--- src/rtl/iq_pkg.sv ---
package iq_pkg;
  localparam int ADDR_W    = 49;
  localparam int LINE_LSB  = 6;
  localparam int PTR_W     = ADDR_W - LINE_LSB;
  localparam int DATA_W    = 64;
  localparam int CMD_BEATS = 8;
  localparam int BEAT_W    = $clog2(CMD_BEATS);
  localparam int SEG_W     = 13;
  localparam int IDX_W     = SEG_W - BEAT_W;
  localparam int DB_W      = 20;
  localparam int INFL_W    = 8;
  localparam int NERR      = 3;
  localparam int ERR_RD    = 0;
  localparam int ERR_WR    = 1;
  localparam int ERR_DOVF  = 2;

  typedef enum logic [2:0] {
    SEL_DBELL  = 3'd0,
    SEL_START  = 3'd1,
    SEL_SEGSZ  = 3'd2,
    SEL_CTRL   = 3'd3,
    SEL_ERRCLR = 3'd4,
    SEL_IENSET = 3'd5
  } cfg_sel_e;

  typedef enum logic [1:0] {
    ST_IDLE = 2'd0,
    ST_REQ  = 2'd1,
    ST_DATA = 2'd2
  } seq_st_e;
endpackage

--- src/rtl/iq_doorbell.sv ---
module iq_doorbell
  import iq_pkg::*;
#(
  parameter int W = DB_W
) (
  input  logic         clk,
  input  logic         rst_n,
  input  logic         add_en,
  input  logic [W-1:0] add_val,
  input  logic         take,
  output logic [W-1:0] pending,
  output logic         ovf_hit
);
  localparam logic [W:0] TAKE_AMT = (W+1)'(CMD_BEATS);

  logic [W-1:0] cnt_q;
  logic [W:0]   grown;
  logic [W:0]   shrunk;

  always_comb begin
    grown  = {1'b0, cnt_q} + (add_en ? {1'b0, add_val} : '0);
    shrunk = grown - (take ? TAKE_AMT : '0);
  end

  assign ovf_hit = add_en & grown[W];
  assign pending = cnt_q;

  always_ff @(posedge clk) begin
    if (!rst_n) cnt_q <= '0;
    else        cnt_q <= shrunk[W-1:0];
  end
endmodule

--- src/rtl/iq_inflight.sv ---
module iq_inflight #(
  parameter int W   = 8,
  parameter int MAX = 255
) (
  input  logic         clk,
  input  logic         rst_n,
  input  logic         inc,
  input  logic         dec,
  output logic [W-1:0] count,
  output logic         room
);
  logic [W-1:0] cnt_q;
  logic         dec_ok;

  assign dec_ok = dec & ((cnt_q != '0) | inc);
  assign count  = cnt_q;
  assign room   = cnt_q < W'(MAX);

  always_ff @(posedge clk) begin
    if (!rst_n) cnt_q <= '0;
    else begin
      case ({inc, dec_ok})
        2'b10:   cnt_q <= cnt_q + 1'b1;
        2'b01:   cnt_q <= cnt_q - 1'b1;
        default: cnt_q <= cnt_q;
      endcase
    end
  end
endmodule

--- src/rtl/iq_ctrl.sv ---
module iq_ctrl
  import iq_pkg::*;
(
  input  logic             clk,
  input  logic             rst_n,
  input  logic             wr_en,
  input  logic [2:0]       wr_sel,
  input  logic [SEG_W-1:0] wr_data,
  input  logic             cfg_ok,
  input  logic [NERR-1:0]  err_set,
  output logic             q_enable,
  output logic             cont_err,
  output logic [IDX_W-1:0] seg_ncmd,
  output logic             start_load,
  output logic [NERR-1:0]  err_flags,
  output logic             irq
);
  logic             ena_q;
  logic             cont_q;
  logic [SEG_W-1:0] segsz_q;
  logic [NERR-1:0]  flags_q;
  logic [NERR-1:0]  ien_q;
  logic             ctrl_wr;
  logic             size_wr;
  logic [NERR-1:0]  clr_mask;
  logic [NERR-1:0]  ien_mask;

  assign ctrl_wr    = wr_en && (wr_sel == SEL_CTRL);
  assign size_wr    = wr_en && (wr_sel == SEL_SEGSZ) && cfg_ok;
  assign start_load = wr_en && (wr_sel == SEL_START) && cfg_ok;
  assign clr_mask   = (wr_en && (wr_sel == SEL_ERRCLR)) ? wr_data[NERR-1:0] : '0;
  assign ien_mask   = (wr_en && (wr_sel == SEL_IENSET)) ? wr_data[NERR-1:0] : '0;

  always_ff @(posedge clk) begin
    if (!rst_n) begin
      ena_q   <= 1'b0;
      cont_q  <= 1'b0;
      segsz_q <= '0;
      flags_q <= '0;
      ien_q   <= '0;
    end else begin
      if ((|err_set) && !cont_q) ena_q <= 1'b0;
      else if (ctrl_wr)          ena_q <= wr_data[0];
      if (ctrl_wr) cont_q <= wr_data[1];
      if (size_wr) segsz_q <= wr_data;
      flags_q <= (flags_q & ~clr_mask) | err_set;
      ien_q   <= ien_q | ien_mask;
    end
  end

  assign q_enable  = ena_q;
  assign cont_err  = cont_q;
  assign seg_ncmd  = segsz_q[SEG_W-1:BEAT_W];
  assign err_flags = flags_q;
  assign irq       = |(flags_q & ien_q);
endmodule

--- src/rtl/iq_seq.sv ---
module iq_seq
  import iq_pkg::*;
(
  input  logic              clk,
  input  logic              rst_n,
  input  logic              q_enable,
  input  logic              have_cmd,
  input  logic              room,
  input  logic [IDX_W-1:0]  seg_ncmd,
  input  logic              start_load,
  input  logic [PTR_W-1:0]  start_ptr,
  output logic              rd_req_valid,
  input  logic              rd_req_ready,
  output logic [ADDR_W-1:0] rd_req_addr,
  output logic              rd_req_link,
  input  logic              rd_rsp_valid,
  output logic              rd_rsp_ready,
  input  logic [DATA_W-1:0] rd_rsp_data,
  input  logic              rd_rsp_err,
  output logic              cmd_valid,
  input  logic              cmd_ready,
  output logic [DATA_W-1:0] cmd_data,
  output logic              cmd_last,
  output logic              fetch_fire,
  output logic              rd_err,
  output logic              idle,
  output logic [ADDR_W-1:0] fetch_addr
);
  seq_st_e          st_q;
  logic             link_q;
  logic [PTR_W-1:0] base_q;
  logic [IDX_W-1:0] idx_q;
  logic [BEAT_W-1:0] beat_q;
  logic [PTR_W-1:0] line;
  logic             at_end;
  logic             rsp_acc;
  logic             last_beat;

  assign line       = base_q + {{(PTR_W-IDX_W){1'b0}}, idx_q};
  assign fetch_addr = {line, {LINE_LSB{1'b0}}};
  assign at_end     = idx_q >= seg_ncmd;
  assign last_beat  = beat_q == BEAT_W'(CMD_BEATS - 1);

  assign rd_req_valid = st_q == ST_REQ;
  assign rd_req_addr  = fetch_addr;
  assign rd_req_link  = link_q;
  assign rd_rsp_ready = (st_q == ST_DATA) && (link_q || cmd_ready);
  assign cmd_valid    = (st_q == ST_DATA) && !link_q && rd_rsp_valid;
  assign cmd_data     = rd_rsp_data;
  assign cmd_last     = last_beat;
  assign rsp_acc      = rd_rsp_valid && rd_rsp_ready;
  assign fetch_fire   = (st_q == ST_REQ) && rd_req_ready && !link_q;
  assign rd_err       = rsp_acc && rd_rsp_err;
  assign idle         = st_q == ST_IDLE;

  always_ff @(posedge clk) begin
    if (!rst_n) begin
      st_q   <= ST_IDLE;
      link_q <= 1'b0;
      base_q <= '0;
      idx_q  <= '0;
      beat_q <= '0;
    end else begin
      if (start_load) begin
        base_q <= start_ptr;
        idx_q  <= '0;
      end
      case (st_q)
        ST_IDLE: begin
          if (q_enable && have_cmd && (at_end || room)) begin
            st_q   <= ST_REQ;
            link_q <= at_end;
          end
        end
        ST_REQ: begin
          if (rd_req_ready) begin
            st_q   <= ST_DATA;
            beat_q <= '0;
          end
        end
        ST_DATA: begin
          if (rsp_acc) begin
            if (link_q) begin
              if (!rd_rsp_err) begin
                base_q <= rd_rsp_data[ADDR_W-1:LINE_LSB];
                idx_q  <= '0;
              end
              st_q <= ST_IDLE;
            end else begin
              beat_q <= beat_q + 1'b1;
              if (last_beat) begin
                idx_q <= idx_q + 1'b1;
                st_q  <= ST_IDLE;
              end
            end
          end
        end
        default: st_q <= ST_IDLE;
      endcase
    end
  end
endmodule

--- src/rtl/iq_fetch_top.sv ---
module iq_fetch_top
  import iq_pkg::*;
#(
  parameter int MAX_INFLIGHT = 255
) (
  input  logic              clk,
  input  logic              rst_n,
  input  logic              cfg_wr_en,
  input  logic [2:0]        cfg_wr_sel,
  input  logic [ADDR_W-1:0] cfg_wr_data,
  output logic              rd_req_valid,
  input  logic              rd_req_ready,
  output logic [ADDR_W-1:0] rd_req_addr,
  output logic              rd_req_link,
  input  logic              rd_rsp_valid,
  output logic              rd_rsp_ready,
  input  logic [DATA_W-1:0] rd_rsp_data,
  input  logic              rd_rsp_err,
  output logic              cmd_valid,
  input  logic              cmd_ready,
  output logic [DATA_W-1:0] cmd_data,
  output logic              cmd_last,
  input  logic              done_pulse,
  input  logic              res_wr_err,
  output logic              q_enable,
  output logic [DB_W-1:0]   dbell_pending,
  output logic [ADDR_W-1:0] fetch_addr,
  output logic [INFL_W-1:0] inflight,
  output logic [NERR-1:0]   err_flags,
  output logic              irq
);
  localparam logic [DB_W-1:0] ONE_CMD = DB_W'(CMD_BEATS);

  logic             fetch_fire;
  logic             rd_err;
  logic             ovf_hit;
  logic             room;
  logic             seq_idle;
  logic             cfg_ok;
  logic             start_load;
  logic             cont_err_q;
  logic [IDX_W-1:0] seg_ncmd;
  logic [NERR-1:0]  err_set;

  assign cfg_ok = !q_enable && (inflight == '0) && seq_idle;

  always_comb begin
    err_set           = '0;
    err_set[ERR_RD]   = rd_err;
    err_set[ERR_WR]   = res_wr_err;
    err_set[ERR_DOVF] = ovf_hit;
  end

  iq_doorbell #(.W(DB_W)) u_dbell (
    .clk     (clk),
    .rst_n   (rst_n),
    .add_en  (cfg_wr_en && (cfg_wr_sel == SEL_DBELL)),
    .add_val (cfg_wr_data[DB_W-1:0]),
    .take    (fetch_fire),
    .pending (dbell_pending),
    .ovf_hit (ovf_hit)
  );

  iq_inflight #(.W(INFL_W), .MAX(MAX_INFLIGHT)) u_infl (
    .clk   (clk),
    .rst_n (rst_n),
    .inc   (fetch_fire),
    .dec   (done_pulse),
    .count (inflight),
    .room  (room)
  );

  iq_ctrl u_ctrl (
    .clk        (clk),
    .rst_n      (rst_n),
    .wr_en      (cfg_wr_en),
    .wr_sel     (cfg_wr_sel),
    .wr_data    (cfg_wr_data[SEG_W-1:0]),
    .cfg_ok     (cfg_ok),
    .err_set    (err_set),
    .q_enable   (q_enable),
    .cont_err   (cont_err_q),
    .seg_ncmd   (seg_ncmd),
    .start_load (start_load),
    .err_flags  (err_flags),
    .irq        (irq)
  );

  iq_seq u_seq (
    .clk          (clk),
    .rst_n        (rst_n),
    .q_enable     (q_enable),
    .have_cmd     (dbell_pending >= ONE_CMD),
    .room         (room),
    .seg_ncmd     (seg_ncmd),
    .start_load   (start_load),
    .start_ptr    (cfg_wr_data[ADDR_W-1:LINE_LSB]),
    .rd_req_valid (rd_req_valid),
    .rd_req_ready (rd_req_ready),
    .rd_req_addr  (rd_req_addr),
    .rd_req_link  (rd_req_link),
    .rd_rsp_valid (rd_rsp_valid),
    .rd_rsp_ready (rd_rsp_ready),
    .rd_rsp_data  (rd_rsp_data),
    .rd_rsp_err   (rd_rsp_err),
    .cmd_valid    (cmd_valid),
    .cmd_ready    (cmd_ready),
    .cmd_data     (cmd_data),
    .cmd_last     (cmd_last),
    .fetch_fire   (fetch_fire),
    .rd_err       (rd_err),
    .idle         (seq_idle),
    .fetch_addr   (fetch_addr)
  );
endmodule

--- config.mk ---
export PLATFORM = sky130hd
export DESIGN_NAME = iq_fetch_top
export DESIGN_NICKNAME = d
export VERILOG_FILES = /design/src/rtl/iq_pkg.sv /design/src/rtl/iq_doorbell.sv /design/src/rtl/iq_inflight.sv /design/src/rtl/iq_ctrl.sv /design/src/rtl/iq_seq.sv /design/src/rtl/iq_fetch_top.sv
export SDC_FILE = /design/constraint.sdc
export NUM_CORES = 1
export LEC_CHECK = 0
export BUFFER_PORTS_ARGS = -buffer_cell sky130_fd_sc_hd__buf_4
export CORE_ASPECT_RATIO = 0.7
export CORE_MARGIN = 5
export CORE_UTILIZATION = 35
export CTS_CLUSTER_SIZE = 40
export DETAILED_ROUTE_END_ITERATION = 10
export HOLD_SLACK_MARGIN = 0.02
export MAX_ROUTING_LAYER = met4
export PLACE_DENSITY = 0.63
export SLEW_MARGIN = 20
export SYNTH_ARGS = -nofsm -noshare
export SYNTH_HDL_FRONTEND = slang
export SYNTH_HIERARCHICAL = 1
export SYNTH_SLANG_ARGS = --single-unit
--- constraint.sdc ---
create_clock -name clk -period 3.6 [get_ports clk]
set_input_delay 0 -clock clk [delete_from_list [all_inputs] [get_ports clk]]
set_output_delay 0 -clock clk [all_outputs]
set_load 0.02 [all_outputs]
Yosys cells after proc, flatten, opt, wreduce, memory -nomap -nowiden

Cells that the tools add are included.

Bits in latches: 0
Bits of input ports: 125
Bits in writable memories: 0
Bits in read-only memories: 0
Memories kept: 0
Word-level logic and storage cells: 109
Output and inout bits: 200
Register bits after elaboration: 108

Reduce and logical (&&, ||, !) cells: 37
Order comparisons: 3
Add/sub/neg operators: 7
$mul: 0
Shifts and indexed selects: 0
Equal/unequal tests: 15
Bitwise gates (word level): 9
Muxes and demuxes: 26
Div/mod/pow operators: 0

Operators by type and width:

| operator                                                            | number |
|---|---|
| two-way mux 43 bit                                                  | 5 |
| two-way mux 10 bit                                                  | 6 |
| adder 43 x 10 -> 43 bit                                             | 1 |
| adder 20 x 20 -> 21 bit                                             | 1 |
| greater-or-equal comparator 20 x 4 -> 1 bit (second input constant) | 1 |
| logical AND 1 bit                                                   | 20 |
| two-way mux 20 bit                                                  | 1 |
| subtractor 20 bit                                                   | 1 |
| case mux 8 bit (2 select lines)                                     | 1 |
| two-way mux 3 bit                                                   | 5 |
| adder 10 x 1 -> 10 bit (second input constant)                      | 1 |
| greater-or-equal comparator 10 bit                                  | 1 |
| two-way mux 2 bit                                                   | 5 |
| equality test 3 bit (second input constant)                         | 3 |
| adder 8 x 1 -> 8 bit (second input constant)                        | 1 |
| zero test 8 bit                                                     | 1 |
| less-than comparator 8 bit (second input constant)                  | 1 |
| AND reduction 4 bit                                                 | 2 |
| nonzero test 8 bit                                                  | 1 |
| subtractor 8 x 1 -> 8 bit (second input constant)                   | 1 |
| bitwise AND 3 bit                                                   | 2 |
| equality test 3 x 2 -> 1 bit (second input constant)                | 2 |
| != test 2 x 1 -> 1 bit (second input constant)                      | 3 |
| OR 3 bit                                                            | 2 |
| 21 further kinds                                                    | 29 |

Depth between registers and ports, before layout

Depth after elaboration: 9
Gate-level depth with buffers: 17
Mapped depth without buffers: 16

Hierarchy

Netlist, hierarchy kept.

By module, submodules not included:

| module       | instances | sequential area each (µm²) | area each (µm²) | cells each |
|---|---|---|---|---|
| iq_seq       | 1         | 1181.1                     | 5119.9          | 615 |
| iq_doorbell  | 1         | 400.4                      | 2303.5          | 286 |
| iq_ctrl      | 1         | 360.3                      | 770.7           | 78 |
| iq_inflight  | 1         | 160.2                      | 623.1           | 75 |
| iq_fetch_top | 1         | 0.0                        | 75.1            | 10 |

Least setup slack after synthesis

No wires, ideal clock.

Path kind: input-to-reg
From: input cfg_wr_sel[1]
To: register u_ctrl.ena_q (netlist: u_ctrl/q_enable)
Buffers on the path: 1
Library setup time: 0.117 ns
Required time: 3.483 ns
Data arrival time: 3.036 ns
Path slack: 0.447 ns
Cell stages on the path: 17
Cells stage by stage: nor4b_1 -> clkbuf_1 -> and2_1 -> ha_1 -> inv_1 -> fa_1 -> nor2b_1 -> o2111ai_1 -> a2111oi_0 -> or4_1 -> o221a_2 -> a21o_1 -> a21oi_1 -> nor2b_1 -> nor3_1 -> o21ai_0 -> nor2_1

Longest elaborated chain between the ends: 8
Elaborated cells on any way between the ends: 10
Classes of those cells: add/sub: 1; eq/ne: 1; mux: 1; bitwise: 1; reduce/logical: 6

Ends and longest elaborated chain:

| element                                 | RTL line           | text |
|---|---|---|
| start, declared                         | iq_fetch_top.sv:9  | `input logic [2:0] cfg_wr_sel,` |
| zero test 3 bit (*)                     | iq_fetch_top.sv:57 | `.add_en (cfg_wr_en && (cfg_wr_sel == SEL_DBELL)),` |
| logical AND 1 bit (*)                   | iq_fetch_top.sv:57 |  |
| two-way mux 20 bit                      | iq_doorbell.sv:21  | `grown = {1'b0, cnt_q} + (add_en ? {1'b0, add_val} : '0);` |
| adder 20 x 20 -> 21 bit                 | iq_doorbell.sv:21  |  |
| bitwise AND 1 bit (*)                   | iq_doorbell.sv:25  | `assign ovf_hit = add_en & grown[W];` |
| net ovf_hit                             | iq_fetch_top.sv:36 | `logic ovf_hit;` |
| OR reduction 3 bit (*)                  | iq_ctrl.sv:42      | `if ((\|err_set) && !cont_q) ena_q <= 1'b0;` |
| logical AND 1 bit (*)                   | iq_ctrl.sv:42      |  |
| OR reduction 2 bit (no source line) (*) | n/a                |  |
| end signal, assigned                    | iq_ctrl.sv:43      | `else if (ctrl_wr) ena_q <= wr_data[0];` |
| end, declared                           | iq_ctrl.sv:18      | `logic ena_q;` |

The timed path passes the listed nets; every way through them passes the cells marked *.
A chain may end at the register's enable or synchronous reset.

Worst setup path after layout

From: register u_seq.st_q[0]
To: register u_seq.base_q[33]

Longest elaborated chain between the ends: 8
Elaborated cells on any way between the ends: 11
Classes of those cells: eq/ne: 1; mux: 5; reduce/logical: 5

Ends and longest elaborated chain:

| element                | RTL line           | text |
|---|---|---|
| start, declared        | iq_seq.sv:29       | `seq_st_e st_q;` |
| start signal, assigned | iq_seq.sv:58       | `st_q <= ST_IDLE;` |
| start signal, assigned | iq_seq.sv:71       | `st_q <= ST_REQ;` |
| start signal, assigned | iq_seq.sv:77       | `st_q <= ST_DATA;` |
| zero test 2 bit (*)    | iq_seq.sv:54       | `assign idle = st_q == ST_IDLE;` |
| net seq_idle           | iq_fetch_top.sv:38 | `logic seq_idle;` |
| logical AND 1 bit (*)  | iq_fetch_top.sv:45 | `assign cfg_ok = !q_enable && (inflight == '0) && seq_idle;` |
| net cfg_ok             | iq_fetch_top.sv:39 | `logic cfg_ok;` |
| logical AND 1 bit (*)  | iq_ctrl.sv:30      | `assign start_load = wr_en && (wr_sel == SEL_START) && cfg_ok;` |
| net start_load         | iq_fetch_top.sv:40 | `logic start_load;` |
| two-way mux 43 bit (*) | iq_seq.sv:64       | `if (start_load) begin` |
| two-way mux 43 bit     | iq_seq.sv:84       | `if (!rd_rsp_err) begin` |
| two-way mux 43 bit     | iq_seq.sv:83       | `if (link_q) begin` |
| two-way mux 43 bit     | iq_seq.sv:82       | `if (rsp_acc) begin` |
| two-way mux 43 bit (*) | iq_seq.sv:68       | `case (st_q)` |
| end signal, assigned   | iq_seq.sv:65       | `base_q <= start_ptr;` |
| end signal, assigned   | iq_seq.sv:85       | `base_q <= rd_rsp_data[ADDR_W-1:LINE_LSB];` |
| end, declared          | iq_seq.sv:31       | `logic [PTR_W-1:0] base_q;` |

Marks and branches as above.

==> summary.txt <==
Placement
  • PortBufs: 270
  • Placed cell areas: about 10,000 um2
  • DP Wirelength: 23,600 um
  • Final Wtd Congestion: 0.949

Global routing
  • Global route overflow: 0
  • Largest net degree at the start of global routing: 87
  • Antenna violations before repair: 0
  • Via count of the first global-routing pass: 8,153
  • First-pass GRT wire length: 47,500 um
  • GRT Util Overall: 0.213

STA
  • Rel. slew slack: 0.417
  • Fmax: 294 MHz
  • Period Utilization, post-route: 0.944
  • Final Skew: 0.0118 ns
  • Worst Tran Pin Value: a little under 0.9 ns
  • Endpoints failing hold: 0
  • Pins over their slew limit: 0
  • Period minus WS final: 3.40 ns
  • Final setup TNS: 0 ns
  • Final setup fails: 0
  • RSZ-0062 raised after global routing: false

Route
  • Vias per Instance: between 5 and 6
  • Final ANT Viol Nets: 0
  • Total Wirelength: roughly 32,000 um
  • DRC viols: 0
  • Iter 0 DRT Violations: 635
  • DR WL/cell: 19.1 um
  • 1st-pass router iterations: 5
  • Routed vias: 8,812

Worst hold path
  • Worst Hold Class: primary input to flip-flop

Clocking
  • H-Tree Depth: 3
  • CTS tree: done
  • Cts bufs inserted: 9
  • CTS Sinks: 105
  • Clk Tree Root Cell: clkbuf_16
  • Clk Latency, worst-skew pair: between 0.3 and 0.4 ns
  • Clock Path Buffers: 2
  • Worst-path clk slew: 0.08 ns

Worst setup path
  • Crit end category: flip-flop
  • Crit-path max FO: 26
  • Startpoint types: flip-flop
  • Slowest-stage cell, CP: and4b_2
  • Source of the critical timing path: u_seq/st_q[0]
  • Worst EP arrival: around 3.6 ns
  • R2r setup slk: just over 0.2 ns
  • CP cell instances: nor2_1 -> or4b_1 -> nor4_2 -> and4b_2 -> buf_12 -> mux2i_1 -> nand2_1 -> o211a_1 -> dlygate4sd3_1
  • R2R Path Start: u_seq/st_q[0]
  • Crit path kind: flip-flop to flip-flop
  • Largest stage delay, worst path: 0.64 ns
  • Crit path to: u_seq/base_q[33]
  • R2R depth: 9
  • Critical Path RT: 3.84 ns
  • Worst r2r dst: u_seq/base_q[33]

Logic synthesis
  • Largest cells by area after synthesis: dfxtp_1 (24%), buf_4 (10%), ha_1 (7.3%)
  • Most common cell in the synthesized netlist: buf_4
  • Syn Std Cell Area: 8890 um2
  • Distinct cell type count after synthesis: 97
  • Synth warn: 6
  • Synth area leader: dfxtp_1
  • Ys flop type: dfxtp_1
  • Top cells by count, synth: buf_4 (119), dfxtp_1 (105), nand2_1 (86)
  • Post-synth EDFFs: 0
  • FF+latch count, synth: 105
  • Mean Syn Cell Area: ~8.4 um2
  • Sequential share of the synthesized area: 0.236
  • Fraction of registers with async set/reset: 0
  • Cells after synthesis: 1,064
  • Top-area cell type share of the netlist area: 0.236

Power
  • Highest ir drop seen on vdd: 214 uV
  • Pwr per Cell Area: 237 nW/um2
  • Leakage Power: approximately 5.8 nW

Floorplan
  • Die X: between 200 and 250 um
  • Initial Util: 0.358
  • Num rows: 48
  • IO Count: 325
  • Die Area: about 29,000 um2
  • Core Region: 24,900 um2
  • Die height: 143 um

Finish
  • Share of layout cells above drive strength 1: 0.273
  • Nets@finish: 1,510
  • Final Util: 0.479
  • Final Cell Area: 11,900 um2
  • Layout area overhead: 33.9%

Status
  • Outcome: completed

Job
  • Max-cap violations: 0
sequential cells by signal, indices dropped and copies added, names as in the netlist:
register / cells
u_ctrl/err_flags: 3
u_ctrl/ien_q: 3
u_seq/st_q: 2
u_ctrl/q_enable: 1
u_ctrl/cont_err: 1
u_ctrl/segsz_q: 10
u_seq/beat_q: 3
u_dbell/pending: 20
u_seq/rd_req_link: 1
u_seq/idx_q: 10
u_seq/base_q: 43
u_infl/count: 8
routing by layer:
layer,part of all wire,track usage
met5,0,-
met4,0.0083,0.0333
met3,0.077,0.0433
met2,0.44,0.303
met1,0.48,0.315
what timing repair did:
| item | in CTS | in global routing |
|---|---|---|
| hold buffers | 120 | 0 |
| buffers inserted | 0 | 0 |
| gates resized for setup | 0 | 2 |
| setup endpoints to repair | 0 | 2 |
| hold endpoints to repair | 82 | 0 |
kinds of logic after synthesis:
kind of cell,Yosys count,synth area share
fa+ha+maj,55,0.0799
mux,59,0.0664
flops,105,0.236
compound gates,230,0.194
other cells,1,0.000422
xor+xnor,55,0.0542
simple gates,362,0.229
buf+inv,197,0.140
power breakdown:
| group | switching [mW] | internal, mW | leakage, nW | total (mW) |
|---|---|---|---|---|
| Clock | 0.492 | 0.501 | 0.142 | 0.994 |
| Sequential | 0.0240 | 1.18 | 0.849 | 1.21 |
| Combinational | 0.324 | 0.295 | 4.81 | 0.619 |
worst max-delay path, delay by kind of cell, from the launching register on:
kind / cells / cell delay [ns]
AND/OR/NAND/NOR: 5 / 1.69
buffers and inverters: 2 / 0.84
flip-flops: 1 / 0.35
multiplexers: 1 / 0.22
AO/OA/AOI/OAI: 1 / 0.14
final cells by class:
type,instances,area [um2]
clock buffers,11,243
clock inverters,5,43.8
inverters,34,128
repair buffers,407,3380
fillers,2357,13000
well taps,325,407
diodes,1,2.50
flip-flops and latches,105,2100
multi-input cells,773,5600
placed cells by master (no fill, tap or decap), types with 32 or more instances in the layout:
cell           count
inv_1             33
nand3_1           37
nor2_1            64
dlygate4sd3_1    120
ha_1              51
o21ai_0           33
nand2_1           86
xnor2_1           40
a21oi_1           43
and2_1            32
dfxtp_1          105
buf_4            285
mux2i_1           59
stage by stage:
step | setup WS (ns) | instances | total power, mW | hold slack (ns)
after floorplan | 0.447 | 1075 | 1.58 | 0.100
after global placement | 0.167 | 1524 | 1.74 | 0.000137
after detailed placement | 0.00355 | 1524 | 1.74 | 0.000137
after CTS | 0.218 | 1660 | 2.85 | 0.0210
after global routing | 0.0406 | 1660 | 2.94 | 0.0260
final | 0.203 | 1661 | 2.82 | 0.0380
worst min path at each step:
stage | startpoint | endpoint | slack [ns] | cells after the start
floorplan | cfg_wr_data[0] | u_ctrl/err_flags[0] | 0.10 | 1
global placement | rd_rsp_data[54] | cmd_data[54] | 0.0001 | 0
detailed placement | rd_rsp_data[54] | cmd_data[54] | 0.0001 | 0
CTS | cfg_wr_sel[0] | u_ctrl/segsz_q[11] | 0.02 | 3
global route | cfg_wr_sel[0] | u_ctrl/segsz_q[11] | 0.03 | 3
finish | cfg_wr_sel[0] | u_ctrl/segsz_q[11] | 0.04 | 3
Note: power is estimated with default switching activity, not from simulation.
